**src/rtl/alarm_cmp_pkg.sv**
```systemverilog
package alarm_cmp_pkg;
  localparam int NUM_FIELDS  = 7;
  localparam int FIELD_W_MAX = 8;
  localparam int EN_BIT      = 15;

  typedef enum logic [2:0] {
    F_SEC  = 3'd0,
    F_MIN  = 3'd1,
    F_HOUR = 3'd2,
    F_WDAY = 3'd3,
    F_DAY  = 3'd4,
    F_MON  = 3'd5,
    F_YEAR = 3'd6
  } field_e;

  localparam int ADDR_TRIG = 7;
  localparam int ADDR_IEN  = 8;
  localparam int ADDR_ISTA = 9;

  function automatic int field_width(input int idx);
    case (idx)
      0, 1:    return 7;
      2, 4:    return 6;
      3:       return 3;
      5:       return 5;
      default: return 8;
    endcase
  endfunction

  function automatic logic [FIELD_W_MAX-1:0] field_mask(input int idx);
    return FIELD_W_MAX'((1 << field_width(idx)) - 1);
  endfunction

  typedef logic [NUM_FIELDS-1:0][FIELD_W_MAX-1:0] field_vec_t;
endpackage

```
**src/rtl/alarm_field_regs.sv**
```systemverilog
module alarm_field_regs
  import alarm_cmp_pkg::*;
#(
  parameter int ADDR_W = 4,
  parameter int DATA_W = 16
) (
  input  logic                  clk_i,
  input  logic                  rst_ni,
  input  logic                  wr_en_i,
  input  logic [ADDR_W-1:0]     addr_i,
  input  logic [DATA_W-1:0]     wdata_i,
  output field_vec_t            act_val_o,
  output logic [NUM_FIELDS-1:0] act_en_o,
  output logic                  commit_o
);
  logic [FIELD_W_MAX-1:0] wval;
  logic                   unused_wdata;

  assign wval         = wdata_i[FIELD_W_MAX-1:0];
  assign unused_wdata = ^wdata_i;
  assign commit_o     = wr_en_i && (addr_i == ADDR_W'(ADDR_TRIG)) && wdata_i[EN_BIT];

  for (genvar g = 0; g < NUM_FIELDS; g++) begin : g_field
    localparam logic [FIELD_W_MAX-1:0] MASK = field_mask(g);
    logic                   stg_en_q;
    logic [FIELD_W_MAX-1:0] stg_val_q;
    logic                   sel;

    assign sel = wr_en_i && (addr_i == ADDR_W'(g));

    always_ff @(posedge clk_i or negedge rst_ni) begin
      if (!rst_ni) begin
        stg_en_q  <= 1'b0;
        stg_val_q <= '0;
      end else if (sel) begin
        stg_en_q  <= wdata_i[EN_BIT];
        stg_val_q <= wval & MASK;
      end
    end

    always_ff @(posedge clk_i or negedge rst_ni) begin
      if (!rst_ni) begin
        act_en_o[g]  <= 1'b0;
        act_val_o[g] <= '0;
      end else if (commit_o) begin
        act_en_o[g]  <= stg_en_q;
        act_val_o[g] <= stg_val_q;
      end
    end
  end
endmodule

```
**src/rtl/alarm_match.sv**
```systemverilog
module alarm_match
  import alarm_cmp_pkg::*;
(
  input  field_vec_t            cal_val_i,
  input  field_vec_t            act_val_i,
  input  logic [NUM_FIELDS-1:0] act_en_i,
  output logic                  hit_o
);
  logic [NUM_FIELDS-1:0] field_ok;

  for (genvar g = 0; g < NUM_FIELDS; g++) begin : g_cmp
    localparam logic [FIELD_W_MAX-1:0] MASK = field_mask(g);
    assign field_ok[g] = !act_en_i[g] || ((cal_val_i[g] & MASK) == act_val_i[g]);
  end

  // empty enable set must never fire
  assign hit_o = (|act_en_i) && (&field_ok);
endmodule

```
**src/rtl/alarm_irq.sv**
```systemverilog
module alarm_irq #(
  parameter int ADDR_W    = 4,
  parameter int DATA_W    = 16,
  parameter int IEN_ADDR  = 8,
  parameter int ISTA_ADDR = 9
) (
  input  logic              clk_i,
  input  logic              rst_ni,
  input  logic              tick_i,
  input  logic              hit_i,
  input  logic              wr_en_i,
  input  logic [ADDR_W-1:0] addr_i,
  input  logic [DATA_W-1:0] wdata_i,
  output logic              ien_o,
  output logic              status_o,
  output logic              irq_o
);
  logic set_ev, clr_ev;
  logic unused_wdata;

  assign unused_wdata = ^wdata_i[DATA_W-1:1];
  assign set_ev = tick_i && hit_i;
  assign clr_ev = wr_en_i && (addr_i == ADDR_W'(ISTA_ADDR)) && wdata_i[0];

  always_ff @(posedge clk_i or negedge rst_ni) begin
    if (!rst_ni) begin
      ien_o <= 1'b0;
    end else if (wr_en_i && (addr_i == ADDR_W'(IEN_ADDR))) begin
      ien_o <= wdata_i[0];
    end
  end

  // set has priority over a clear in the same cycle
  always_ff @(posedge clk_i or negedge rst_ni) begin
    if (!rst_ni)     status_o <= 1'b0;
    else if (set_ev) status_o <= 1'b1;
    else if (clr_ev) status_o <= 1'b0;
  end

  assign irq_o = status_o & ien_o;
endmodule

```
**src/rtl/alarm_cmp.sv**
```systemverilog
module alarm_cmp
  import alarm_cmp_pkg::*;
#(
  parameter int ADDR_W = 4,
  parameter int DATA_W = 16
) (
  input  logic              clk_i,
  input  logic              rst_ni,
  input  logic              tick_i,
  input  logic [6:0]        cal_sec_i,
  input  logic [6:0]        cal_min_i,
  input  logic [5:0]        cal_hour_i,
  input  logic [2:0]        cal_wday_i,
  input  logic [5:0]        cal_day_i,
  input  logic [4:0]        cal_mon_i,
  input  logic [7:0]        cal_year_i,
  input  logic              wr_en_i,
  input  logic [ADDR_W-1:0] addr_i,
  input  logic [DATA_W-1:0] wdata_i,
  output logic [DATA_W-1:0] rdata_o,
  output logic              irq_o
);
  field_vec_t            cal_val, act_val;
  logic [NUM_FIELDS-1:0] act_en;
  logic                  commit, hit, ien_q, status_q;

  always_comb begin
    cal_val         = '0;
    cal_val[F_SEC]  = FIELD_W_MAX'(cal_sec_i);
    cal_val[F_MIN]  = FIELD_W_MAX'(cal_min_i);
    cal_val[F_HOUR] = FIELD_W_MAX'(cal_hour_i);
    cal_val[F_WDAY] = FIELD_W_MAX'(cal_wday_i);
    cal_val[F_DAY]  = FIELD_W_MAX'(cal_day_i);
    cal_val[F_MON]  = FIELD_W_MAX'(cal_mon_i);
    cal_val[F_YEAR] = cal_year_i;
  end

  alarm_field_regs #(.ADDR_W(ADDR_W), .DATA_W(DATA_W)) u_regs (
    .clk_i     (clk_i),
    .rst_ni    (rst_ni),
    .wr_en_i   (wr_en_i),
    .addr_i    (addr_i),
    .wdata_i   (wdata_i),
    .act_val_o (act_val),
    .act_en_o  (act_en),
    .commit_o  (commit)
  );

  alarm_match u_match (
    .cal_val_i (cal_val),
    .act_val_i (act_val),
    .act_en_i  (act_en),
    .hit_o     (hit)
  );

  alarm_irq #(
    .ADDR_W(ADDR_W), .DATA_W(DATA_W),
    .IEN_ADDR(ADDR_IEN), .ISTA_ADDR(ADDR_ISTA)
  ) u_irq (
    .clk_i    (clk_i),
    .rst_ni   (rst_ni),
    .tick_i   (tick_i),
    .hit_i    (hit),
    .wr_en_i  (wr_en_i),
    .addr_i   (addr_i),
    .wdata_i  (wdata_i),
    .ien_o    (ien_q),
    .status_o (status_q),
    .irq_o    (irq_o)
  );

  always_comb begin
    rdata_o = '0;
    for (int f = 0; f < NUM_FIELDS; f++) begin
      if (addr_i == ADDR_W'(f)) begin
        rdata_o[EN_BIT]            = act_en[f];
        rdata_o[FIELD_W_MAX-1:0]   = act_val[f];
      end
    end
    if (addr_i == ADDR_W'(ADDR_IEN))  rdata_o[0] = ien_q;
    if (addr_i == ADDR_W'(ADDR_ISTA)) rdata_o[0] = status_q;
  end
endmodule

```
**config.mk**
```make
export PLATFORM = sky130hd
export DESIGN_NAME = alarm_cmp
export DESIGN_NICKNAME = d
export VERILOG_FILES = /design/src/rtl/alarm_cmp_pkg.sv /design/src/rtl/alarm_field_regs.sv /design/src/rtl/alarm_match.sv /design/src/rtl/alarm_irq.sv /design/src/rtl/alarm_cmp.sv
export SDC_FILE = /design/constraint.sdc
export NUM_CORES = 1
export LEC_CHECK = 0
export ABC_AREA = 1
export BUFFER_PORTS_ARGS = -buffer_cell sky130_fd_sc_hd__clkbuf_2
export CORE_MARGIN = 8
export CORE_UTILIZATION = 50
export DETAILED_ROUTE_END_ITERATION = 12
export HOLD_SLACK_MARGIN = 0.06
export PLACE_DENSITY = 0.68
export REMOVE_ABC_BUFFERS = 1
export SLEW_MARGIN = 30
export SYNTH_ARGS = -nofsm -noshare
export SYNTH_HDL_FRONTEND = slang
export SYNTH_HIERARCHICAL = 1
export SYNTH_SLANG_ARGS = --single-unit
```
**constraint.sdc**
```tcl
create_clock -name clk_i -period 4.95 [get_ports clk_i]
set_input_delay 1.485 -clock clk_i [delete_from_list [all_inputs] [get_ports clk_i]]
set_output_delay 1.485 -clock clk_i [all_outputs]
set_load 0.02 [all_outputs]
```
==> results of run 1 <==
## area by class of cell
| class | count | area (µm²) |
|---|---|---|
| multi-input combinational | 634 | 2795 |
| clock inverter | 4 | 28.78 |
| inverter | 103 | 396.6 |
| fill | 1193 | 5291 |
| timing repair buffer | 73 | 384.1 |
| clock buffer | 10 | 229.0 |
| tap | 147 | 183.9 |
| sequential | 100 | 2502 |
## state kept, by name, indices dropped and copies added, names as in the netlist
signal,cells
u_irq/status_o,1
u_regs/g_field.stg_val_q,42
u_regs/act_val_o,42
u_irq/ien_o,1
u_regs/act_en_o,7
u_regs/g_field.stg_en_q,7
## worst max-delay path, stage by stage
cell	delay [ns]
clkbuf_2	0.37
inv_2	0.13
nor2_4	0.17
inv_4	0.07
nor2_8	0.15
nand2_1	0.07
nand3_1	0.09
nor2_1	0.08
nand4_1	0.08
clkbuf_2	0.18
## routing by layer
metal | GRT usage | wire (µm)
met1 | 0.2850 | 7576
met2 | 0.2908 | 6585
met3 | 0.02932 | 739
met4 | 0.08596 | 371
met5 | 0 | 0
## cell usage after synthesis, drive strengths merged
| cell | n |
|---|---|
| nor2 | 84 |
| nand2 | 386 |
| dfrtp | 100 |
| o21ai | 66 |
| nand3 | 24 |
| buf | 35 |
| xor2 | 2 |
| a21boi | 1 |
| clkbuf | 14 |
| inv | 100 |
| conb | 2 |
| xnor2 | 3 |
| o21bai | 1 |
| a21oi | 1 |
| nor3 | 5 |
| clkinv | 3 |
| nand4 | 40 |
## kinds of logic (layout without fill, tap and decap cells)
group / Yosys count / count (layout) / share of synthesized area
buffers and inverters: 152 / 190 / 0.1201
XOR/XNOR: 5 / 5 / 0.007374
other: 2 / 21 / 0.001264
AND/OR/NAND/NOR: 539 / 539 / 0.3904
flip-flops: 100 / 100 / 0.4213
AO/OA/AOI/OAI: 69 / 69 / 0.05962
## final timing paths
path,end
min,u_regs/g_field[0].stg_val_q[3]$_DFFE_PN0P_
min in group asynchronous,u_regs/g_field[0].stg_val_q[3]$_DFFE_PN0P_
max reg2reg,u_irq/status_o$_DFFE_PN0P_
min reg2reg,u_regs/g_field[0].stg_val_q[3]$_DFFE_PN0P_
max,rdata_o[2]
max in group asynchronous,u_regs/act_val_o[17]$_DFFE_PN0P_
## power breakdown
group	internal [W]	total [W]	switching (W)	leakage, nW
registers	0.000965	0.00110	0.000136	1.31
logic	0.000146	0.000401	0.000255	2.27
clock network	0.000335	0.000624	0.000289	0.120
## stage by stage
stage | instances | hold WS [ns] | power (W) | setup WS [ns]
after detailed placement | 1057 | 0.4585 | 0.001513 | 0.5892
after global placement | 1057 | 0.4522 | 0.001498 | 0.5999
after CTS | 1071 | 0.4697 | 0.002141 | 0.5839
final | 1071 | 0.4691 | 0.002126 | 0.5700
after global routing | 1071 | 0.4884 | 0.002259 | 0.4835
after floorplan | 837 | 0.4422 | 0.001336 | 1.250
==> flow_summary_export.csv, run 1 <==
group,metric,value,unit
status,status,"finished, final reports clean",
setup_path,worstPathRequired,3.46,ns
timing,tightest_slew,0.7583,ns
timing,setup_tns,0,ns
timing,timing.final.setup_violations,0,
setup_path,cp-startpoint,"addr_i[0]",
die,floorplan.initialDensity,0.5029,
logic_synthesis,ys_seq_elements,100,
finish,insertedDiodeCount,0,
logic_synthesis,synth.lib_cells_used.distinct,28,
detailed_routing,routed-via-count,5252,
setup_path,end_kind,"output port",
detailed_routing,drt_iter0_markers,402,
setup_path,worstRegToRegCells,12,
hold_path,kind_of_path_behind_the_tightest_hold_check,"reg2reg",
detailed_routing,wirelength,15270,µm
clocking,postCtsSetupBuffers,0,
finish,final_area,0.006520,mm²
detailed_routing,drtPass1Iterations,5,
detailed_routing,drt-vias-per-instance,4.904,
die,core.rowCount,40,
placed_design,globalplace.congestion,0.8824,
clocking,clock-sinks,100,
clocking,insertion_delay,0.34,ns
logic_synthesis,top_cells_by_area_synth,"dfrtp_1, nand2_1, inv_1, o21ai_0, nor2_1",
timing,clock_skew,0.005963,ns
power,ir_drop,169.6,µV
placed_design,dpl.hpwl,11310,µm
clocking,path_clk_slew,0.06,ns
finish,layout_commonest_cell,"nand2_1",
logic_synthesis,synth_sequential_area_ratio,0.4213,
clocking,tritoncts,"yes",
placed_design,io_buffers,68,
clocking,clock_tree.htree_level_count,3,
die,die_h,125.0,µm
timing,slew_viol_final,0,
timing,rsz0062_at_grt,"no",
logic_synthesis,syn_avg_cell_area,6.851,µm²
hold_path,worstHoldStart,"u_regs/g_field[0].stg_val_q[3]$_DFFE_PN0P_",
die,boundaryPins,83,
setup_path,cp-start-kind,"primary input",
logic_synthesis,synth_cells,867,
job,drv_cap,0,
clocking,clock_tree.root_cell,"clkbuf_16",
clocking,cts.hold.buffers_added,0,
clocking,cts_buffers,9,
die,floorplan.die_area,0.01562,mm²
setup_path,worst_r2r_startpoint,"u_regs/act_val_o[6]$_DFFE_PN0P_",
detailed_routing,route.detailed.wl_per_inst,14.26,µm
setup_path,reg2reg_setup_slack,3.49,ns
global_route,grt_start_max_net_pins,86,
finish,fin_util,0.5520,
logic_synthesis,synth.largest_area_cell,"dfrtp_1",
clocking,post_cts.resized_instances,0,
global_route,first_global_vias,4882,
logic_synthesis,mappedNetlistArea,0.005939,mm²
global_route,grt.overflow.total,0,
setup_path,path_max_fanout,16,
finish,area_added_between_synthesis_and_finish,9.775,%
clocking,buffer_levels_on_the_longest_clock_path,2,
logic_synthesis,synthesis.yosys.warnings,6,
hold_path,whs_path_depth,2,
logic_synthesis,share_of_the_synthesized_area_in_the_top_cell_type,0.4213,
timing,fin_crit_sh,0.8849,
global_route,antenna_found_initial,0,
die,core_area,0.01181,mm²
placed_design,post_dp_cell_area,0.006262,mm²
finish,proportion_of_layout_cells_with_a_drive_suffix_above_1,0.1342,
detailed_routing,drc_errors,0,
setup_path,criticalPathCategory,"in2out",
setup_path,critPathArrivalTime,2.90,ns
global_route,grt_pass1_wl,25050,µm
timing,slew_headroom,0.4945,
power,p_leak,3.697,nW
finish,nNetsFinal,987,
global_route,grt_usage,0.1985,
die,die-width,125.0,µm
finish,layout.cells.most_common_list,"nand2_1, dfrtp_1, inv_1, nor2_1, clkbuf_2",
power,p_per_area,326.0,mW/mm²
detailed_routing,drt.antenna.violating_nets,0,
timing,finalCriticalPeriod,4.380,ns
timing,hold_violations,0,
timing,max_freq,228.3,MHz
(Power assumes the default switching activity.)
==> run 2, diff against run 1 <==
Settings changed: CELL_PAD_IN_SITES_DETAIL_PLACEMENT from default to 1, CELL_PAD_IN_SITES_GLOBAL_PLACEMENT from default to 1, CORE_UTILIZATION 50 to 45, PLACE_DENSITY 0.68 to 0.83, SETUP_SLACK_MARGIN from default to 0.5.
==> run 2 against run 1 <==
Critical path type unchanged. Flip-flop and latch count unchanged. Sequential share of layout area decreased by 0.54 points. Power is 5.9% higher. Highest routed layer unchanged. Clock power rose by 14%. Routed wire length rose by 20%. First-iteration DRC count down 14%. Clock skew increased by 0.0013 ns. Non-clock buffer count rose by 1. Cell count is 3.0% higher. Clock-buffer cell count is 3 higher. Worst setup slack better by 0.058 ns. Critical endpoint is now rdata_o[6].
==> flow_summary_export.csv, run 2 (synthesis results as in run 1) <==
group,metric,value,unit
placed_design,io_buffers,68,
clocking,postCtsSetupBuffers,0,
clocking,clock_tree.root_cell,"clkbuf_16",
detailed_routing,drc_errors,0,
die,floorplan.initialDensity,0.4539,
die,core_area,0.01309,mm²
detailed_routing,route.detailed.wl_per_inst,16.59,µm
clocking,path_clk_slew,0.06,ns
timing,setup_tns,0,ns
clocking,buffer_levels_on_the_longest_clock_path,2,
setup_path,cp-start-kind,"primary input",
power,fin_total_pwr,0.002252,W
setup_path,end_kind,"output port",
job,drv_cap,0,
setup_path,worstPathRequired,3.46,ns
timing,finalCriticalPeriod,4.323,ns
detailed_routing,met2_length,8965,µm
setup_path,criticalPathCategory,"in2out",
global_route,grt.overflow.total,0,
power,seq_power_share,0.494,
clocking,insertion_delay,0.34,ns
finish,area_added_between_synthesis_and_finish,11.35,%
global_route,grt_usage,0.2255,
power,ir_drop,184.4,µV
finish,insertedDiodeCount,0,
power,p_leak,3.724,nW
detailed_routing,wirelength,18300,µm
detailed_routing,drtPass1Iterations,5,
die,boundaryPins,83,
finish,nNetsFinal,988,
timing,tightest_slew,0.7070,ns
finish,layout.cells.most_common_list,"nand2_1, dfrtp_1, inv_1, nor2_1, clkbuf_2",
setup_path,path_cells,"clkbuf_2, nor2_4, inv_6, nor2_8, nand2_2, nand3_1, nor2_1, nand4_1, clkbuf_2",
setup_path,worst-path-buf-inv,3,
setup_path,critPathSlowestCell,"nor2_4",
die,die-width,130.9,µm
clocking,cts_buffers,9,
timing,slew_viol_final,0,
finish,top_flop_regs,"u_regs/act_val_o x42, u_regs/g_field.stg_val_q x42",
clocking,clock-sinks,100,
clocking,tritoncts,"yes",
placed_design,dpl.hpwl,13650,µm
clocking,clock_tree.htree_level_count,3,
timing,rsz0062_at_grt,"no",
detailed_routing,highest-signal-layer,"met4",
detailed_routing,drt-vias-per-instance,5.131,
timing,timing.final.setup_violations,0,
power,p_per_area,340.5,mW/mm²
setup_path,path_max_fanout,14,
timing,clock_skew,0.007282,ns
finish,layout_commonest_cell,"nand2_1",
finish,proportion_of_layout_cells_with_a_drive_suffix_above_1,0.1359,
power,combPwrFrac,0.190,
setup_path,crit_path_max_incr_delay,0.28,ns
detailed_routing,met3RoutedLength,768,µm
placed_design,globalplace.congestion,0.8978,
power,sw_frac_of_total,0.3202,
setup_path,critPathArrivalTime,2.84,ns
setup_path,critical_path.top_delay_family,"simple AND/OR/NAND/NOR gates",
power,p_switching,0.0007212,W
hold_path,kind_of_path_behind_the_tightest_hold_check,"reg2reg",
die,floorplan.die_area,0.01713,mm²
status,status,"finished, final reports clean",
timing,hold_violations,0,
setup_path,critPathMostFrequentCell,"clkbuf_2",
power,power_frac_clock,0.316,
timing,max_freq,231.3,MHz
detailed_routing,routed-via-count,5660,
global_route,grt_pass1_wl,29740,µm
detailed_routing,drt.antenna.violating_nets,0,
timing,slew_headroom,0.5269,
power,internal_power,0.001531,W
global_route,antenna_found_initial,0,
global_route,grt_start_max_net_pins,75,
timing,fin_crit_sh,0.8732,
detailed_routing,met1_length,8169,µm
die,core.rowCount,42,
global_route,first_global_vias,5815,
detailed_routing,drt_iter0_markers,346,
die,die_h,130.9,µm
[run 2: cell type report]
type	instances	area, µm²
Inverter	103	396.6
Fill cell	1750	6471
Sequential cell	100	2502
Timing Repair Buffer	74	394.1
Multi-Input combinational cell	634	2795
Tap cell	176	220.2
Clock inverter	3	45.04
Clock buffer	13	260.3
[run 2: power by group through the flow]
stage / Sequential, W / Clock (W) / Combinational (W)
final: 0.00111 / 0.000712 / 0.000428
after global routing: 0.00113 / 0.000751 / 0.000494
after CTS: 0.00111 / 0.000725 / 0.000430
after detailed placement: 0.00112 / 0 / 0.000423
after global placement: 0.00111 / 0 / 0.000391
after floorplan: 0.00106 / 0 / 0.000279
[run 2: timing repair]
item / 4_1_cts / 5_1_grt
hold buffers: 0 / 0
gates resized for setup: 0 / 2
endpoints found under the setup margin: 0 / 5
[run 2: worst register-to-register path, cell delays in order (launching register included)]
cell and delay (ns):
dfrtp_1 0.48, inv_1 0.08, nand2_1 0.06, nand2_1 0.05, nor2_1 0.12, nand2_1 0.06, nor2_1 0.22, nor2_1 0.08
nor2_1 0.10, nand2_1 0.06, nor2_1 0.17, nand2_1 0.08, nand2_1 0.07
[run 2: path summary, 6_finish.rpt]
kind	from	end	slack, ns	cells past startpoint
min in group asynchronous	rst_ni	u_regs/g_field[0].stg_val_q[5]$_DFFE_PN0P_	1.14	1
max in group asynchronous	rst_ni	u_regs/g_field[4].stg_val_q[0]$_DFFE_PN0P_	2.93	2
worst min-delay path	u_regs/g_field[1].stg_val_q[4]$_DFFE_PN0P_	u_regs/g_field[1].stg_val_q[4]$_DFFE_PN0P_	0.47	2
worst max-delay path	addr_i[1]	rdata_o[6]	0.63	9
worst max register to register	u_regs/act_val_o[1]$_DFFE_PN0P_	u_irq/status_o$_DFFE_PN0P_	3.24	12
worst min register to register	u_regs/g_field[1].stg_val_q[4]$_DFFE_PN0P_	u_regs/g_field[1].stg_val_q[4]$_DFFE_PN0P_	0.47	2
[run 2: routing by layer]
| metal | vias up | track usage |
|---|---|---|
| met3 | 20 | 0.02516 |
| met4 | 0 | 0.08035 |
| li1 | 2747 | - |
| met1 | 2773 | 0.2913 |
| met2 | 120 | 0.3828 |
| met5 | - | 0 |
[run 2: through the flow]
stage	instances	setup WS (ns)	hold slack (ns)	util	cell area (µm²)
floorplan	837	1.250	0.4422	-	5694
global placement	1087	0.6018	0.4517	0.4816	6302
detailed placement	1087	0.5758	0.4594	0.4816	6302
CTS	1103	0.5675	0.4771	0.5050	6608
global route	1103	0.5279	0.4978	0.5055	6614
finish	1103	0.6275	0.4747	0.5055	6614
